==> src/rtl/belt_reminder_pkg.sv <==
package belt_reminder_pkg;

    typedef enum logic [1:0] {
        ST_IDLE    = 2'd0,
        ST_WAITING = 2'd1,
        ST_ALARM   = 2'd2,
        ST_SILENT  = 2'd3
    } brm_state_e;

    typedef struct packed {
        brm_state_e state;
        logic       alarm;
    } brm_ctl_regs_t;

endpackage

==> src/rtl/brm_sec_timer.sv <==
module brm_sec_timer #(
    parameter int unsigned LIMIT = 10,
    parameter int unsigned CNT_W = $clog2(LIMIT + 1)
) (
    input  logic             clk,
    input  logic             rst_n,
    input  logic             clr_i,
    input  logic             tick_i,
    output logic [CNT_W-1:0] cnt_o
);

    localparam logic [CNT_W-1:0] SAT_VAL = CNT_W'(LIMIT);

    typedef struct packed {
        logic [CNT_W-1:0] cnt;
    } tmr_regs_t;

    tmr_regs_t r_d, r_q;

    always_comb begin
        r_d = r_q;
        if (clr_i) begin
            r_d.cnt = '0;
        end else if (tick_i && (r_q.cnt != SAT_VAL)) begin
            r_d.cnt = r_q.cnt + 1'b1;
        end
    end

    always_ff @(posedge clk or negedge rst_n) begin
        if (!rst_n) begin
            r_q <= '0;
        end else begin
            r_q <= r_d;
        end
    end

    assign cnt_o = r_q.cnt;

    // a clear request zeroes the count at the next edge
    a_r3_clear_zero : assert property (@(posedge clk) disable iff (!rst_n)
        clr_i |=> (cnt_o == '0));

    // without a tick the count holds its value
    a_r3_hold_no_tick : assert property (@(posedge clk) disable iff (!rst_n)
        (!clr_i && !tick_i) |=> $stable(cnt_o));

endmodule

==> src/rtl/brm_ctl_fsm.sv <==
module brm_ctl_fsm
    import belt_reminder_pkg::*;
#(
    parameter int unsigned GRACE_SEC = 5,
    parameter int unsigned ALARM_SEC = 5,
    parameter int unsigned CNT_W     = 4
) (
    input  logic             clk,
    input  logic             rst_n,
    input  logic             key_i,
    input  logic             belt_i,
    input  logic             tick_i,
    input  logic [CNT_W-1:0] cnt_i,
    output logic             clr_o,
    output brm_state_e       state_o,
    output logic             alarm_o
);

    localparam logic [CNT_W-1:0] GRACE_LAST = CNT_W'(GRACE_SEC - 1);
    localparam logic [CNT_W-1:0] TOTAL_LAST = CNT_W'(GRACE_SEC + ALARM_SEC - 1);

    brm_ctl_regs_t r_d, r_q;
    logic grace_end, alarm_end;

    always_comb begin
        grace_end = tick_i && (cnt_i == GRACE_LAST);
        alarm_end = tick_i && (cnt_i == TOTAL_LAST);
        r_d       = r_q;
        unique case (r_q.state)
            ST_IDLE: begin
                if (key_i) r_d.state = ST_WAITING;
            end
            ST_WAITING: begin
                if (!key_i)         r_d.state = ST_IDLE;
                else if (belt_i)    r_d.state = ST_SILENT;
                else if (grace_end) r_d.state = ST_ALARM;
            end
            ST_ALARM: begin
                if (!key_i)         r_d.state = ST_IDLE;
                else if (belt_i)    r_d.state = ST_SILENT;
                else if (alarm_end) r_d.state = ST_SILENT;
            end
            ST_SILENT: begin
                if (!key_i) r_d.state = ST_IDLE;
            end
            default: r_d.state = ST_IDLE;
        endcase
        r_d.alarm = (r_d.state == ST_ALARM);
    end

    always_ff @(posedge clk or negedge rst_n) begin
        if (!rst_n) begin
            r_q <= '{state: ST_IDLE, alarm: 1'b0};
        end else begin
            r_q <= r_d;
        end
    end

    assign clr_o   = (r_q.state == ST_IDLE) && key_i;
    assign state_o = r_q.state;
    assign alarm_o = r_q.alarm;

    // key-on in idle always reaches waiting
    a_r2_enter_waiting : assert property (@(posedge clk) disable iff (!rst_n)
        (state_o == ST_IDLE && key_i) |=> (state_o == ST_WAITING));

    // key-off anywhere returns to idle with the alarm low
    a_r4_key_off_idle : assert property (@(posedge clk) disable iff (!rst_n)
        (state_o != ST_IDLE && !key_i) |=> (state_o == ST_IDLE && !alarm_o));

    // the alarm can only start from waiting
    a_r5_alarm_from_wait : assert property (@(posedge clk) disable iff (!rst_n)
        $rose(alarm_o) |-> ($past(state_o) == ST_WAITING));

    // silenced holds while the key stays on
    a_r7_silent_holds : assert property (@(posedge clk) disable iff (!rst_n)
        (state_o == ST_SILENT && key_i) |=> (state_o == ST_SILENT));

    // alarm register agrees with the state register
    a_r8_alarm_decode : assert property (@(posedge clk) disable iff (!rst_n)
        alarm_o == (state_o == ST_ALARM));

endmodule

==> src/rtl/belt_reminder_ctrl.sv <==
module belt_reminder_ctrl
    import belt_reminder_pkg::*;
#(
    parameter int unsigned GRACE_SEC = 5,
    parameter int unsigned ALARM_SEC = 5
) (
    input  logic       clk,
    input  logic       rst_n,
    input  logic       key_on_i,
    input  logic       belt_on_i,
    input  logic       sec_tick_i,
    output logic       alarm_o,
    output logic [1:0] state_o
);

    localparam int unsigned TOTAL_SEC = GRACE_SEC + ALARM_SEC;
    localparam int unsigned CNT_W     = $clog2(TOTAL_SEC + 1);

    logic             tmr_clr;
    logic [CNT_W-1:0] tmr_cnt;
    brm_state_e       fsm_state;

    brm_sec_timer #(
        .LIMIT (TOTAL_SEC),
        .CNT_W (CNT_W)
    ) u_timer (
        .clk    (clk),
        .rst_n  (rst_n),
        .clr_i  (tmr_clr),
        .tick_i (sec_tick_i),
        .cnt_o  (tmr_cnt)
    );

    brm_ctl_fsm #(
        .GRACE_SEC (GRACE_SEC),
        .ALARM_SEC (ALARM_SEC),
        .CNT_W     (CNT_W)
    ) u_fsm (
        .clk     (clk),
        .rst_n   (rst_n),
        .key_i   (key_on_i),
        .belt_i  (belt_on_i),
        .tick_i  (sec_tick_i),
        .cnt_i   (tmr_cnt),
        .clr_o   (tmr_clr),
        .state_o (fsm_state),
        .alarm_o (alarm_o)
    );

    assign state_o = fsm_state;

endmodule

==> config.mk <==
export PLATFORM = sky130hd
export DESIGN_NAME = belt_reminder_ctrl
export DESIGN_NICKNAME = d
export VERILOG_FILES = /design/src/rtl/belt_reminder_pkg.sv /design/src/rtl/brm_sec_timer.sv /design/src/rtl/brm_ctl_fsm.sv /design/src/rtl/belt_reminder_ctrl.sv
export SDC_FILE = /design/constraint.sdc
export NUM_CORES = 1
export LEC_CHECK = 0
export ABC_AREA = 1
export BUFFER_PORTS_ARGS = -buffer_cell sky130_fd_sc_hd__buf_4
export CELL_PAD_IN_SITES_DETAIL_PLACEMENT = 1
export CELL_PAD_IN_SITES_GLOBAL_PLACEMENT = 1
export CORE_UTILIZATION = 32
export DETAILED_ROUTE_END_ITERATION = 7
export PLACE_DENSITY = 0.65
export SLEW_MARGIN = 20
export SYNTH_ARGS = -nofsm -noshare
export SYNTH_HDL_FRONTEND = slang
export SYNTH_SLANG_ARGS = --single-unit
==> constraint.sdc <==
create_clock -name clk -period 1.4 [get_ports clk]
set_clock_uncertainty 0.2 [all_clocks]
set_input_delay 0.21 -clock clk [delete_from_list [all_inputs] [get_ports clk]]
set_output_delay 0.21 -clock clk [all_outputs]
set_load 0.005 [all_outputs]
; After elaboration in Yosys (flattened, before gate mapping)
; Cells that the tools add are included.
[op_classes]
n_mux = 11
addsub = 1
reduce_logical = 6
n_eq_ne = 7
[op_table]
columns = operator, count
row1 = 2-to-1 mux 2 bit, 8
row2 = 2-to-1 mux 4 bit, 2
row3 = case mux 2 bit (4 select lines), 1
row4 = equality test 2 bit (second input constant), 3
row5 = adder 4 x 1 -> 4 bit (second input constant), 1
row6 = equality test 4 x 3 -> 1 bit (second input constant), 1
row7 = equality test 4 bit (second input constant), 1
row8 = logical AND 1 bit, 4
row9 = != test 4 bit (second input constant), 1
row10 = equality test 2 x 1 -> 1 bit (second input constant), 1
row11 = logical NOT 2 bit, 1
row12 = nonzero test 2 bit, 1
[totals]
register_bits = 7

; Depth between registers and ports, before layout
[depth]
depth_word = 7
ltp_mapped = 9
mapped_depth_nobuf = 9

; Hierarchy
; A second synthesis with hierarchy kept.
[hier_totals]
cells_unflattened = 65
hier_area_um2 = 464.2
[modules_own_cells]
columns = module, n_inst, seq_area_each_um2, area_each_um2, cells_each
row1 = brm_sec_timer, 1, 100.1, 255.2, 34
row2 = brm_ctl_fsm, 1, 75.1, 209.0, 31

; Least setup slack after synthesis
; OpenSTA, ideal clock, no wires.
[synth_timing]
path_kind = register to register
start = register u_timer.r_q, in the netlist u_timer.cnt_o[0]
end = register u_fsm.r_q, in the netlist u_fsm.alarm_o
arrival_ps = 1026
slack_ps = 52
n_path_buf = 0
setup_time_ps = 122
stages_incl_launch_ff = 9
path_cell_list = dfrtp_1 inv_1 ha_1 inv_1 nor2_1 nand2_1 nand2_1 a21oi_1 nor2_2
[synth_lines]
columns = item, line_no
row1 = start: declaration, brm_sec_timer.sv:18  ; tmr_regs_t r_d, r_q;
row2 = start signal: assignment, brm_sec_timer.sv:33  ; r_q <= r_d;
row3 = end signal: assignment, brm_ctl_fsm.sv:53  ; r_q <= '{state: ST_IDLE, alarm: 1'b0};
row4 = end signal: assignment, brm_ctl_fsm.sv:55  ; r_q <= r_d;
row5 = end: declaration, brm_ctl_fsm.sv:22  ; brm_ctl_regs_t r_d, r_q;

==> metrics.csv <==
metric;value;unit
post-synth cell types;12;
I/O Buffers;7;
failing checks;setup timing;
Pre-antenna DRT Iters;2;
CP top delay family;flip-flops;
CTS root buffer;clkbuf_4;
Slowest-stage cell, CP;dfrtp_1;
Final setup viols;1;
predominant post-synthesis flop cell;dfrtp_1;
f_max;709;MHz
Post-Route WL;1080;um
class of the worst hold path;input pin to register;
pins over their slew limit;0;
RSZ-0062 raised after global routing;yes;
Ant. Diodes;0;
outcome;complete, but fails checks;
WS Path Type;register to register;
Logic pwr share;54.4;%
max-cap violations;0;
CTS HTree Levels;1;
CTS Buf Count;3;
post-synthesis cell count;59;
Layout area overhead;51.6;%
CP required;1.32;ns
per-cell routed wire length;12.0;um
Tmin final;1.41;ns
1st-iter DRT viols;1;
die area;1530;um2
total track usage;17.4;%
synth cell count leaders;nand2_1 (13), inv_1 (12), nand3_1 (8), dfrtp_1 (7), nor2_1 (6);
VDD IR-drop max;932;uV
Die X;39.2;um
Tot Pwr;1.23;mW
slew margin rel.;82.8;%
CTS sink cnt;7;
core area;1280;um2
vias post-DR;393;
Reg power frac;31.9;%
cell area power density;1840;nW/um2
crit end category;register;
maximum number of pins on one net before global-route repair;8;
DRC Markers;0;
Net Count, Synth;68;
area share of the largest cell type after synthesis;39.7;%
Post-synth EDFFs;0;
YS warnings;0;
GPL Wtd Cong;0.764;
vias per inst;4.37;
placed wire-length estimate;798;um
vias in the first global route;407;
WP data arrival;1.34;ns
Critical Path Source Type;register;
Clk pwr share;13.7;%
Avg Inst Size Synth;7.49;um2
worst-margin pin slew;0.258;ns
DRT antenna net count;0;
crit path max fanout;3;
first-pass GRT wire length;1750;um
largest area contributor in the netlist;dfrtp_1;
Place WS;-0.0404;ns
worst-path cell chain;inv_2, ha_4, inv_2, nor2_4, nand2_1, nand2_1, a21oi_2, inv_1;
CP peak stage delay;0.39;ns
Worst Path Buf+Inv;3;
count leader, synth;nand2_1;
P_sw;535;uW
layout cells sized above 1;44.0;%
row count;13;
IO Pins;8;
switching part of the total;43.3;%
sequential area share after synthesis;39.7;%
Final period util;101;%
clock transition at the registers of the reported paths;0.05;ns
Pleak;0.347;nW
Initial Util;34.4;%
CTS tree;yes;
FF-to-FF setup slack;-0.01;ns
#FFs+latches synth;7;
Hold Vio Cnt, Final;0;
P_int;700;uW
Layout Nets;85;
ranking of synthesized cells by area;dfrtp_1 (40%), ha_1 (11%), nand2_1 (11%), inv_1 (10%), nand3_1 (9.1%);
worst setup margin;-0.0114;ns
Synth Cell Area;442;um2
initial antenna violation count;0;
Clock Latency Late Sink;0.24;ns
Post-synth ARST share;100;%
grt ovf;0;
Final Util;52.1;%
Die Height;39.2;um
Longest Clk Path Bufs;2;
-- path summary, 6_finish.rpt --
check,start,to,cells past startpoint
min in group asynchronous,rst_n,u_fsm.state_o[0],2
setup / recovery,u_timer.cnt_o[0],u_fsm.state_o[1],8
max in group asynchronous,rst_n,u_timer.cnt_o[1],2
setup reg to reg,u_timer.cnt_o[0],u_fsm.state_o[1],8
hold reg to reg,u_timer.cnt_o[1],u_timer.cnt_o[1],2
hold / removal,sec_tick_i,u_timer.cnt_o[3],4
-- through the flow --
step | area [um2] | cells | TNS [ns] | hold WS (ns)
global route | 669 | 90 | -0.223 | 0.112
finish | 669 | 90 | -0.0114 | 0.115
detailed placement | 536 | 84 | -0.107 | -0.176
CTS | 622 | 90 | -0.00886 | 0.104
global placement | 536 | 84 | -0.0559 | -0.174
floorplan | 442 | 59 | 0 | -0.286
-- registers in the layout (all words and copies together), names as in the netlist --
signal         flops
u_fsm.alarm_o      1
u_timer.cnt_o      4
u_fsm.state_o      2
-- logic make-up after synthesis --
kind of cell | Yosys count | synth area share, %
adders and majority gates | 4 | 11.3
buffers and inverters | 12 | 10.2
AOI/OAI and AO/OA | 4 | 4.53
DFF | 7 | 39.7
and+or+nand+nor | 30 | 30.3
xor gates and xnor gates | 2 | 3.97
-- routing by layer --
metal | global-route usage (%) | part of all wire, %
met2 | 25.8 | 47
met4 | 7.76 | 0
met3 | 4.05 | 1.9
met5 | 0 | 0
met1 | 23.7 | 51
-- area by class of cell --
class	instances	area [um2]
fill	161	616
multi-input combinational	40	308
sequential	7	175
timing repair buffer	12	96.3
inverter	12	45.0
clock buffer	4	26.3
tap	15	18.8
-- repair_timing --
item                                   in CTS  in global routing
resized for setup                          12                 15
endpoints found under the hold margin       7                  0
gates cloned                                0                  0
setup endpoints to repair                   3                  7
pin swaps                                   7                  8
hold buffers                                1                  0
buffers inserted                            1                  0
-- tightest hold or removal path, delay by kind of cell --
family | cells | cell delay (ns)
and+or+nand+nor | 3 | 0.18
buffers and inverters | 1 | 0.11
-- power groups by stage --
stage	Clock (mW)	Sequential, mW	Combinational (mW)
2_1_floorplan	0	0.365	0.270
3_3_place_gp	0	0.369	0.478
3_5_place_dp	0	0.372	0.481
4_1_cts	0.178	0.382	0.601
5_1_grt	0.191	0.404	0.759
6_report	0.169	0.394	0.671
-- cells in the final DEF (no fill, tap or decap), drive strengths merged --
cell,count
dlygate4sd3,1
buf,11
inv,12
a21oi,1
nand2,14
ha,4
nor2,7
nand3,9
xor2,2
o21ai,3
dfrtp,7
clkbuf,4
No activity file was read; power rests on OpenSTA's default activity.
